### src/rtl/crc_par_pkg.sv
package crc_par_pkg;

  localparam int unsigned CRC_MAX_W = 64;

  typedef logic [CRC_MAX_W-1:0] crc_word_t;

  // mask keeping the low w bits of a wide word
  function automatic crc_word_t crc_mask(input int unsigned w);
    crc_word_t m;
    if (w >= CRC_MAX_W) m = '1;
    else                m = (crc_word_t'(1) << w) - crc_word_t'(1);
    return m;
  endfunction

  // one serial step, direct form: feedback is msb xor incoming bit
  function automatic crc_word_t step_direct(input crc_word_t s, input logic b,
                                            input crc_word_t poly,
                                            input int unsigned w);
    logic      fb;
    crc_word_t m;
    m  = crc_mask(w);
    fb = s[w-1] ^ b;
    s  = (s << 1) & m;
    if (fb) s = s ^ (poly & m);
    return s;
  endfunction

  // one serial step, augmented form: bit enters at lsb, msb leaving decides
  function automatic crc_word_t step_aug(input crc_word_t s, input logic b,
                                         input crc_word_t poly,
                                         input int unsigned w);
    logic      out_bit;
    crc_word_t m;
    m       = crc_mask(w);
    out_bit = s[w-1];
    s       = ((s << 1) | crc_word_t'(b)) & m;
    if (out_bit) s = s ^ (poly & m);
    return s;
  endfunction

endpackage

### src/rtl/crc_lane.sv
module crc_lane
  import crc_par_pkg::*;
#(
  parameter int unsigned           CRC_W   = 32,
  parameter int unsigned           DATA_W  = 8,
  parameter logic [CRC_W-1:0]      POLY    = 32'h04C11DB7,
  parameter bit                    AUG     = 1'b0
) (
  input  logic [CRC_W-1:0]  seed_i,
  input  logic [DATA_W-1:0] data_i,
  output logic [CRC_W-1:0]  next_o
);

  // chain[k] is the state after k bits of the word
  logic [CRC_W-1:0] chain [0:DATA_W];

  assign chain[0] = seed_i;

  for (genvar k = 0; k < DATA_W; k++) begin : g_bit
    if (AUG) begin : g_aug
      assign chain[k+1] = CRC_W'(step_aug(crc_word_t'(chain[k]),
                                          data_i[DATA_W-1-k],
                                          crc_word_t'(POLY), CRC_W));
    end else begin : g_dir
      assign chain[k+1] = CRC_W'(step_direct(crc_word_t'(chain[k]),
                                             data_i[DATA_W-1-k],
                                             crc_word_t'(POLY), CRC_W));
    end
  end

  assign next_o = chain[DATA_W];

endmodule

### src/rtl/crc_state_reg.sv
module crc_state_reg #(
  parameter int unsigned      CRC_W = 32,
  parameter logic [CRC_W-1:0] SEED  = '1
) (
  input  logic             clk,
  input  logic             rst,
  input  logic             load_i,
  input  logic             adv_i,
  input  logic [CRC_W-1:0] next_i,
  output logic [CRC_W-1:0] state_o
);

  always_ff @(posedge clk) begin
    if (rst)         state_o <= SEED;
    else if (adv_i)  state_o <= next_i;
    else if (load_i) state_o <= SEED;
  end

endmodule

### src/rtl/crc_par_engine.sv
module crc_par_engine #(
  parameter int unsigned      CRC_W  = 32,
  parameter int unsigned      DATA_W = 8,
  parameter logic [CRC_W-1:0] POLY   = 32'h04C11DB7,
  parameter logic [CRC_W-1:0] SEED   = 32'hFFFFFFFF
) (
  input  logic              clk,
  input  logic              rst,
  input  logic              start_i,
  input  logic              valid_i,
  input  logic [DATA_W-1:0] data_i,
  output logic [CRC_W-1:0]  crc_direct_o,
  output logic [CRC_W-1:0]  crc_aug_o
);

  // named internal events for the checker
  logic             ev_reload;
  logic             ev_consume;
  logic             ev_idle;
  logic [CRC_W-1:0] seed_direct;
  logic [CRC_W-1:0] seed_aug;
  logic [CRC_W-1:0] next_direct;
  logic [CRC_W-1:0] next_aug;

  assign ev_consume = valid_i;
  assign ev_reload  = start_i;
  assign ev_idle    = !start_i && !valid_i;

  // start has priority: a word arriving with start begins from the seed
  assign seed_direct = ev_reload ? SEED : crc_direct_o;
  assign seed_aug    = ev_reload ? SEED : crc_aug_o;

  crc_lane #(.CRC_W(CRC_W), .DATA_W(DATA_W), .POLY(POLY), .AUG(1'b0)) u_lane_dir (
    .seed_i (seed_direct),
    .data_i (data_i),
    .next_o (next_direct)
  );

  crc_lane #(.CRC_W(CRC_W), .DATA_W(DATA_W), .POLY(POLY), .AUG(1'b1)) u_lane_aug (
    .seed_i (seed_aug),
    .data_i (data_i),
    .next_o (next_aug)
  );

  crc_state_reg #(.CRC_W(CRC_W), .SEED(SEED)) u_reg_dir (
    .clk     (clk),
    .rst     (rst),
    .load_i  (ev_reload),
    .adv_i   (ev_consume),
    .next_i  (next_direct),
    .state_o (crc_direct_o)
  );

  crc_state_reg #(.CRC_W(CRC_W), .SEED(SEED)) u_reg_aug (
    .clk     (clk),
    .rst     (rst),
    .load_i  (ev_reload),
    .adv_i   (ev_consume),
    .next_i  (next_aug),
    .state_o (crc_aug_o)
  );

endmodule

### config.mk
export PLATFORM = sky130hd
export DESIGN_NAME = crc_par_engine
export DESIGN_NICKNAME = d
export VERILOG_FILES = /design/src/rtl/crc_par_pkg.sv /design/src/rtl/crc_lane.sv /design/src/rtl/crc_state_reg.sv /design/src/rtl/crc_par_engine.sv
export SDC_FILE = /design/constraint.sdc
export NUM_CORES = 1
export LEC_CHECK = 0
export ABC_AREA = 1
export BUFFER_PORTS_ARGS = -buffer_cell sky130_fd_sc_hd__clkbuf_2
export CORE_MARGIN = 3
export CORE_UTILIZATION = 62
export DETAILED_ROUTE_END_ITERATION = 12
export GPL_TIMING_DRIVEN = 0
export PLACE_DENSITY = 0.87
export SETUP_SLACK_MARGIN = 0.05
export SYNTH_ARGS = -nofsm -noshare
export SYNTH_HDL_FRONTEND = slang
export SYNTH_SLANG_ARGS = --single-unit
### constraint.sdc
create_clock -name clk -period 4.9 [get_ports clk]
set_clock_uncertainty 0.05 [all_clocks]
set_input_delay 0.245 -clock clk [delete_from_list [all_inputs] [get_ports clk]]
set_output_delay 0.245 -clock clk [all_outputs]
set_load 0.005 [all_outputs]
==> impl_metrics.py, run 1 <==
metrics = {
    "outcome": {
        "status": "completed",
    },
    "grt": {
        "gr-total-overflow": 0,
        "grt_pass1_vias": 4838,
        "antenna_found_initial": 0,
        "grt_max_degree": 11,
        "grt_pass1_wl_mm": 25.1,
        "grt_util_all_layers_pct": 39.0,
    },
    "sta": {
        "fin_crit_ns": 1.98,
        "setup_ws_ns": 2.92,
        "holdWs_ns": 0.204,
        "final.period_utilization_pct": 40.4,
        "worst_pin_slew_ns": 0.770,
        "setup_violations": 0,
        "rsz0062_at_grt": "false",
        "finalMaxSlewViolations": 0,
        "final.setup.tns_ns": 0,
        "max_freq_mhz": 505,
        "slew_headroom_pct": 48.7,
        "hold_viol": 0,
    },
    "logic_synthesis": {
        "synth_cells": 697,
        "yosysUniqueCellTypes": 31,
        "netlist_area_um2": 4550,
        "yosysSeqAreaShare_pct": 28.2,
        "yosys_register_bits": 64,
        "synth_warnings": 0,
        "synth_nets": 709,
        "syn_avg_cell_area_um2": 6.53,
    },
    "placed_design": {
        "place.gp.congestion": 0.977,
        "dp_hpwl_mm": 11.8,
        "place_area_um2": 5040,
        "pre_cts_ws_ns": 2.81,
        "io_buffers": 74,
    },
    "clock_network": {
        "clk_path_buf_depth": 2,
        "cts_hold_buf": 0,
        "cts_sinks": 64,
        "cts_setup_buffers": 0,
        "ctsHtreeMaxLevel": 3,
        "clock_latency_ns": 0.35,
        "cts_tree": "done",
        "clk_pin_slew_ns": 0.08,
        "clock-root-buffer": "clkbuf_8",
        "cts_buffers": 9,
        "cts_resized": 0,
    },
    "drt": {
        "drc": 0,
        "drtPass1Iterations": 5,
        "viasPerCell": 5.95,
        "routedWlPerCell_um": 18.5,
        "ant_nets": 0,
        "met2WireLength_mm": 7.50,
        "vias": 5253,
        "wirelength_mm": 16.3,
        "dr_wl_met3_mm": 1.96,
        "drt_iter0_drc": 545,
        "routed.top_layer": "met4",
        "wl_met1_mm": 5.76,
    },
    "power": {
        "p_sw_share_pct": 37.3,
        "p_switching_mw": 0.602,
        "power_density_nw_per_um2": 309,
        "p_seq_share_pct": 37.6,
        "p_clk_share_pct": 29.7,
        "combinationalPowerShare_pct": 32.7,
        "power_leakage_nw": 2.56,
        "internal_power_mw": 1.01,
        "peakVddDrop_uv": 168,
    },
    "final_layout": {
        "final_common_cell": "nand2_1",
        "final_cell_area_um2": 5240,
        "nets": 794,
        "fin_util_pct": 75.4,
        "final_cell_mix": "nand2_1 (186), nor2_1 (95), clkbuf_2 (74)",
        "drive_gt1_share_pct": 17.3,
        "antenna_cells": 0,
        "fill_cells": 591,
        "areaGrowthSynthToFinish_pct": 15.2,
    },
    "critical_path": {
        "endpoint_kind": "flop",
        "startpoint_type": "flop",
        "critPathArrivalTime_ns": 2.17,
        "cp_max_fo": 8,
        "crit_type": "flop to flop",
        "cp.required_ns": 5.09,
    },
    "die": {
        "die_h_um": 91.7,
        "fp.dieW_um": 91.7,
        "io_pins": 76,
        "initial_core_util_pct": 65.5,
        "die_area_um2": 8400,
        "rows": 30,
        "core_area_um2": 6940,
    },
    "run": {
        "maxCapViolations": 0,
    },
    "min_path": {
        "worstHoldPathType": "input pin to flop",
    },
}
## through the flow
stage | total power, mW | cells
5_1_grt | 1.68 | 883
2_1_floorplan | 0.962 | 697
6_report | 1.62 | 883
3_5_place_dp | 1.13 | 867
3_3_place_gp | 1.11 | 867
4_1_cts | 1.60 | 883
## synthesized netlist by cell type (all sizes together)
cell      n  area, µm²
xnor2    25        219
a21oi    45        225
dfxtp    64       1280
nand3    30        150
nand2   195        754
inv      46        173
o21ai    65        355
buf      12       77.6
o21bai    1       7.51
clkbuf   18       67.6
o221ai    2       17.5
xor2     56        513
clkinv    2       7.51
o211ai   23        173
or2       7       43.8
nand3b    1       7.51
nor2    105        477
## state kept, by name (all words and copies together), names as in the netlist
| signal | cells |
|---|---|
| u_reg_dir.state_o | 32 |
| u_reg_aug.state_o | 32 |
## critical path: stages (launching register included)
cell	delay [ns]
dfxtp_1	0.35
inv_1	0.25
nand2_2	0.12
o21ai_4	0.39
xnor2_1	0.25
nand2_1	0.16
nand2_1	0.11
nand2_1	0.05
nand3_1	0.06
nand2_1	0.06
## worst paths after layout
kind / endpoint / cells after the start / start / slack (ns)
min reg2reg: u_reg_aug.state_o[10]$_SDFF_PP1_ / 2 / u_reg_aug.state_o[10]$_SDFF_PP1_ / 0.48
max: u_reg_aug.state_o[11]$_SDFF_PP1_ / 9 / u_reg_aug.state_o[31]$_SDFF_PP1_ / 2.92
min: u_reg_aug.state_o[0]$_SDFF_PP1_ / 4 / data_i[0] / 0.20
max reg2reg: u_reg_aug.state_o[11]$_SDFF_PP1_ / 9 / u_reg_aug.state_o[31]$_SDFF_PP1_ / 2.92
## power by group through the flow
stage	Combinational, mW	Sequential [mW]	Clock (mW)
5_1_grt	0.578	0.610	0.497
3_3_place_gp	0.497	0.614	0
2_1_floorplan	0.348	0.615	0
6_report	0.529	0.607	0.480
3_5_place_dp	0.509	0.617	0
4_1_cts	0.514	0.605	0.476
## cell type report
type / count / area [µm²] / share of cell area, %
buffer: 30 / 145 / 2.77
timing repair buffer: 74 / 370 / 7.07
clock buffer: 13 / 159 / 3.03
clock inverter: 3 / 40.0 / 0.764
multi-input combinational: 555 / 2940 / 56.2
tap: 96 / 120 / 2.29
inverter: 48 / 180 / 3.44
sequential: 64 / 1280 / 24.5
## cell families after synthesis
family	Yosys count	share of synthesized area, %
simple gates	338	31.5
compound gates	136	17.1
xor+xnor	81	16.1
buf+inv	78	7.15
flops	64	28.2
## layer usage
layer / track usage, % / vias up
met4: 27.6 / 0
met2: 63.8 / 385
li1: - / 2406
met3: 5.99 / 107
met5: 0 / -
met1: 46.3 / 2355
Power figures use the tool's default switching activity.
==> inputs of run 2 (changes only) <==
Settings changed: ABC_AREA 1 to 0, CORE_UTILIZATION 62 to 57, PLACE_DENSITY 0.87 to 0.81.
Clock period 4.9 ns to 2 ns, I/O delays scaled along.
==> run 2 against run 1 <==
Net effect:
- the flow now finishes with violations (negative setup slack)
- wire length rose by 11%
- worst hold slack lost 0.13 ns
- flip-flop and latch count unchanged
- critical endpoint is now u_reg_dir.state_o[11]$_SDFF_PP1_
- largest power group is now combinational logic
- highest routed layer unchanged
==> impl_metrics.py, run 2 <==
metrics = {
    "critical_path": {
        "crit_type": "flop to flop",
        "reg2reg_setup_slack_ns": -0.12,
        "crit_path_cell_trace": "xnor2_2, or3_1, buf_6, a211o_1, a211oi_2, nor4_1, o31ai_1",
        "rr_worst_depth": 7,
        "cp.required_ns": 2.21,
        "cpMaxStageDelayCell": "dfxtp_4",
        "r2r_end": "u_reg_dir.state_o[11]$_SDFF_PP1_",
        "r2r_start": "u_reg_dir.state_o[27]$_SDFF_PP1_",
        "endpoint_kind": "flop",
        "startpoint_type": "flop",
        "critPathArrivalTime_ns": 2.33,
        "slowest_delay_ns": 0.39,
        "cp_max_fo": 6,
    },
    "clock_network": {
        "clk_path_buf_depth": 2,
        "clock_latency_ns": 0.36,
        "clock-root-buffer": "clkbuf_8",
        "cts_buffers": 9,
        "cts_tree": "done",
        "cts_sinks": 64,
        "ctsHtreeMaxLevel": 3,
        "clk_pin_slew_ns": 0.08,
    },
    "placed_design": {
        "dp_hpwl_mm": 10.6,
        "place.gp.congestion": 0.966,
        "io_buffers": 66,
        "pre_cts_ws_ns": -0.355,
    },
    "min_path": {
        "min_from": "data_i[3]",
        "worstHoldPathType": "input pin to flop",
        "min_path_cells": 3,
        "min_to": "u_reg_aug.state_o[3]$_SDFF_PP1_",
    },
    "logic_synthesis": {
        "syn_avg_cell_area_um2": 8.11,
        "async_reset_ff_share_pct": 0,
        "synth.area.top_cells": "dfxtp_1 (28%), xnor2_1 (17%), xor2_1 (8.7%)",
        "yosysUniqueCellTypes": 45,
        "synth_top_area_share_pct": 28.2,
        "synth_warnings": 0,
        "synth_cells": 561,
        "yosys_register_bits": 64,
        "synth_commonest_cells": "xnor2_1 (89), nand2_1 (66), dfxtp_1 (64)",
        "synthFlopType": "dfxtp_1",
        "yosysMostFrequentCell": "xnor2_1",
        "synth_nets": 573,
        "synth_edf_count": 0,
        "netlist_area_um2": 4550,
        "yosysSeqAreaShare_pct": 28.2,
        "post-synth-top-area-cell": "dfxtp_1",
    },
    "grt": {
        "antenna_found_initial": 0,
        "grt_max_degree": 12,
        "gr-total-overflow": 0,
        "grt_util_all_layers_pct": 36.0,
        "grt_pass1_wl_mm": 24.2,
        "grt_pass1_vias": 4448,
    },
    "final_layout": {
        "antenna_cells": 0,
        "final_common_cell": "clkbuf_2",
        "reg_top3": "u_reg_aug.state_o (32), u_reg_dir.state_o (32)",
        "final_cell_mix": "clkbuf_2 (73), xnor2_1 (69), nand2_1 (65)",
        "drive_gt1_share_pct": 33.1,
        "fin_util_pct": 81.9,
        "areaGrowthSynthToFinish_pct": 34.8,
        "nets": 689,
    },
    "drt": {
        "vias": 5106,
        "drtPass1Iterations": 5,
        "drc": 0,
        "viasPerCell": 6.54,
        "drt_iter0_drc": 786,
        "ant_nets": 0,
        "wirelength_mm": 18.1,
        "routedWlPerCell_um": 23.2,
    },
    "die": {
        "fp.dieW_um": 95.3,
        "initial_core_util_pct": 60.8,
        "die_h_um": 95.3,
        "core_area_um2": 7490,
        "die_area_um2": 9090,
        "rows": 31,
        "io_pins": 76,
    },
    "outcome": {
        "status": "finished, violations left",
        "violations": "negative setup slack",
    },
    "sta": {
        "worst_pin_slew_ns": 0.799,
        "rsz0062_at_grt": "true",
        "setup_violations": 10,
        "slew_headroom_pct": 46.7,
        "finalMaxSlewViolations": 0,
        "setup_ws_ns": -0.122,
        "hold_viol": 0,
        "fin_crit_ns": 2.12,
        "final.period_utilization_pct": 106,
        "max_freq_mhz": 471,
    },
    "power": {
        "power_leakage_nw": 2.50,
        "total_power_mw": 5.45,
        "peakVddDrop_uv": 573,
        "power_density_nw_per_um2": 889,
    },
    "run": {
        "maxCapViolations": 0,
    },
}
-- run 2: worst max path at each step --
stage	from	endpoint	depth (start not counted)
floorplan	u_reg_dir.state_o[28]$_SDFF_PP1_	u_reg_dir.state_o[11]$_SDFF_PP1_	8
global placement	start_i	u_reg_dir.state_o[15]$_SDFF_PP1_	8
detailed placement	start_i	u_reg_dir.state_o[15]$_SDFF_PP1_	8
CTS	u_reg_dir.state_o[28]$_SDFF_PP1_	u_reg_dir.state_o[11]$_SDFF_PP1_	8
global route	u_reg_dir.state_o[27]$_SDFF_PP1_	u_reg_dir.state_o[11]$_SDFF_PP1_	7
finish	u_reg_dir.state_o[27]$_SDFF_PP1_	u_reg_dir.state_o[11]$_SDFF_PP1_	7
-- run 2: layer usage --
metal  routed length, µm  track usage [%]
met1                6550             45.1
met2                8050             57.8
met3                2270             7.97
met4                1270             19.0
met5                   0                0
-- run 2: metrics by stage --
step                      cells  hold WS (ns)  setup TNS (ns)  cell area, µm²
final                       781        0.0696          -0.399            6130
after global routing        781        0.0856          -0.809            6130
after CTS                   758        0.0509          -0.123            5600
after detailed placement    726         0.316           -9.86            5010
after global placement      726         0.297           -8.18            5010
after floorplan             561         0.158               0            4560
-- run 2: kinds of logic after synthesis --
kind of cell	count (synthesis)	share of synthesized area [%]
AOI/OAI and AO/OA	132	18.4
xor gates and xnor gates	148	32.8
buffers and inverters	64	6.35
DFF	64	28.2
muxes	1	0.220
and+or+nand+nor	152	14.1
-- run 2: repair_timing --
item	in CTS	in global routing
resized for setup	60	74
setup buffers	15	26
hold endpoints to repair	2	0
hold buffers	1	0
pin swaps	19	30
endpoints found under the setup margin	32	49
-- run 2: worst max-delay path: cells and delay by family, from the launching register on --
family                    cells  cell delay [ns]
DFF                           1             0.39
AOI/OAI and AO/OA             3             0.80
buffers and inverters         1             0.15
xor gates and xnor gates      1             0.17
and+or+nand+nor               2             0.47
-- run 2: where the power goes --
| group | internal, mW | leakage (nW) | switching, mW |
|---|---|---|---|
| sequential | 1.43 | 0.528 | 0.174 |
| clock | 0.609 | 0.0993 | 0.575 |
| combinational | 1.27 | 1.87 | 1.39 |
| total | 3.31 | 2.50 | 2.14 |
-- run 2: cell type report --
type	count	area [µm²]
sequential	64	1290
clock inverter	5	56.3
timing repair buffer	107	648
buffer	56	344
fill	449	1360
tap	99	124
inverter	6	22.5
clock buffer	11	141
multi-input combinational	433	3500
==> inputs of run 3 (changes only) <==
Settings changed: CELL_PAD_IN_SITES_DETAIL_PLACEMENT set to 1, CELL_PAD_IN_SITES_GLOBAL_PLACEMENT set to 1, CORE_UTILIZATION 57 to 42, PLACE_DENSITY 0.81 to not set, PLACE_DENSITY_LB_ADDON set to 0.1.
==> run 3 against run 2 <==
Net effect:
- the run still ends with negative setup slack left
- clock-buffer cell count down 2
- critical endpoint is now u_reg_dir.state_o[8]$_SDFF_PP1_
- cell area up 2.1%
- power down 1.5%
- sequential share of layout area down 0.47 points
- highest routed layer unchanged
- cell count up 4.2%
==> impl_metrics.py, run 3 (synthesized netlist as in run 2, its figures left out) <==
metrics = {
    "run": {
        "maxCapViolations": 0,
    },
    "grt": {
        "grt_max_degree": 13,
        "grt_util_all_layers_pct": 30.7,
        "gr-total-overflow": 0,
        "grt_pass1_wl_mm": 27.3,
        "grt_pass1_vias": 4779,
        "antenna_found_initial": 0,
    },
    "final_layout": {
        "reg_top3": "u_reg_aug.state_o (32), u_reg_dir.state_o (32)",
        "multiInputGateArea_um2": 3630,
        "nets": 685,
        "areaGrowthSynthToFinish_pct": 37.6,
        "final_cell_area_um2": 6260,
        "fin_util_pct": 60.1,
        "final_common_cell": "clkbuf_2",
        "final_cell_mix": "clkbuf_2 (73), nand2_1 (65), xnor2_1 (65)",
        "drive_gt1_share_pct": 34.7,
        "fill_cells": 1246,
        "final_cell_count_no_fill": 814,
        "regArea_um2": 1290,
        "antenna_cells": 0,
    },
    "placed_design": {
        "place.gp.congestion": 0.929,
        "placed_cells": 763,
        "place_area_um2": 5060,
        "dp_hpwl_mm": 12.5,
        "io_buffers": 66,
    },
    "min_path": {
        "worstHoldPathType": "input pin to flop",
        "min_to": "u_reg_aug.state_o[3]$_SDFF_PP1_",
        "min_from": "data_i[3]",
        "min_path_cells": 3,
    },
    "critical_path": {
        "critPathArrivalTime_ns": 2.30,
        "crit_type": "flop to flop",
        "startpoint_type": "flop",
        "reg2reg_setup_slack_ns": -0.08,
        "crit_start": "u_reg_dir.state_o[28]$_SDFF_PP1_",
        "endpoint_kind": "flop",
        "r2r_start": "u_reg_dir.state_o[28]$_SDFF_PP1_",
        "cp.required_ns": 2.22,
        "r2r_end": "u_reg_dir.state_o[8]$_SDFF_PP1_",
        "rr_worst_depth": 7,
        "cp_max_fo": 5,
    },
    "drt": {
        "routedWlPerCell_um": 23.7,
        "drc": 0,
        "vias": 4753,
        "viasPerCell": 5.84,
        "ant_nets": 0,
        "wirelength_mm": 19.3,
        "drt_iter0_drc": 297,
        "drtPass1Iterations": 5,
    },
    "clock_network": {
        "ctsHtreeMaxLevel": 3,
        "clock_latency_ns": 0.36,
        "clock-root-buffer": "clkbuf_8",
        "cts_tree": "done",
        "cts_buffers": 9,
        "cts_sinks": 64,
        "clk_pin_slew_ns": 0.08,
        "clk_path_buf_depth": 2,
    },
    "power": {
        "peakVddDrop_uv": 396,
        "power_leakage_nw": 2.52,
        "total_power_mw": 5.37,
        "power_density_nw_per_um2": 858,
    },
    "sta": {
        "max_freq_mhz": 481,
        "fin_crit_ns": 2.08,
        "slew_headroom_pct": 49.2,
        "setup_ws_ns": -0.0780,
        "setup_violations": 5,
        "hold_viol": 0,
        "holdWs_ns": 0.0520,
        "worst_pin_slew_ns": 0.763,
        "rsz0062_at_grt": "true",
        "final.period_utilization_pct": 104,
        "finalMaxSlewViolations": 0,
    },
    "die": {
        "io_pins": 76,
        "die_h_um": 110,
        "rows": 37,
        "initial_core_util_pct": 43.7,
        "die_area_um2": 12100,
        "core_area_um2": 10400,
        "fp.dieW_um": 110,
    },
    "outcome": {
        "violations": "negative setup slack",
        "status": "finished, violations left",
    },
}
## run 3: changes by cell type in the layout (fill, tap and decap cells not counted), moves of 2 or more
cell,change
clkbuf_1,-3
o21ai_0,-2
xor2_2,+5
buf_2,+2
buf_6,-2
xnor2_2,+4
xor2_1,-5
xnor2_1,-4
buf_4,-5
o21ai_1,+2
## run 3: routing by layer
layer / part of all wire [%] / wire length, µm / track usage (%) / vias up
met5: 0 / 0 / 0 / -
met4: 3.3 / 638 / 12.6 / 0
met3: 5.3 / 1020 / 4.95 / 43
met2: 50 / 9680 / 52.6 / 186
met1: 41 / 8000 / 38.2 / 2429
li1: - / - / - / 2095
## run 3: area by class of cell
type / count / area share (%)
sequential: 64 / 20.6
clock buffer: 9 / 1.98
buffer: 56 / 5.68
tap: 136 / 2.72
clock inverter: 7 / 0.760
timing repair buffer: 103 / 9.94
inverter: 6 / 0.360
multi-input combinational: 433 / 57.9
## run 3: power by group
part	switching [mW]	internal, mW
Clock	0.601	0.449
Sequential	0.174	1.43
Combinational	1.41	1.31
Total	2.18	3.18
## run 3: what timing repair did
action                                  in CTS  in global routing
hold buffers                                 1                  0
buffers inserted                            20                 16
endpoints found under the setup margin      40                 51
gates resized for setup                     72                 89
pin swaps                                   22                 33
hold endpoints to repair                     2                  0
## run 3: metrics by stage
stage               setup WS [ns]  setup TNS [ns]
finish                    -0.0780          -0.228
global route               -0.174          -0.817
CTS                       -0.0951          -0.325
detailed placement         -0.439          -15.17
global placement           -0.471          -16.38
floorplan                  0.0504               0
## run 3: critical path, stage by stage (launching register included)
cell	delay (ns)
dfxtp_4	0.38
xnor2_2	0.15
or3_1	0.35
buf_6	0.15
a211o_1	0.30
o211ai_1	0.19
a21oi_1	0.13
o31ai_1	0.27
## run 3: worst max path at each step
| stage | slack [ns] | to |
|---|---|---|
| 6_report | -0.08 | u_reg_dir.state_o[8]$_SDFF_PP1_ |
| 5_1_grt | -0.17 | u_reg_dir.state_o[11]$_SDFF_PP1_ |
| 3_3_place_gp | -0.47 | u_reg_aug.state_o[7]$_SDFF_PP1_ |
| 3_5_place_dp | -0.44 | u_reg_dir.state_o[25]$_SDFF_PP1_ |
| 4_1_cts | -0.1 | u_reg_dir.state_o[8]$_SDFF_PP1_ |
| 2_1_floorplan | 0.05 | u_reg_dir.state_o[11]$_SDFF_PP1_ |
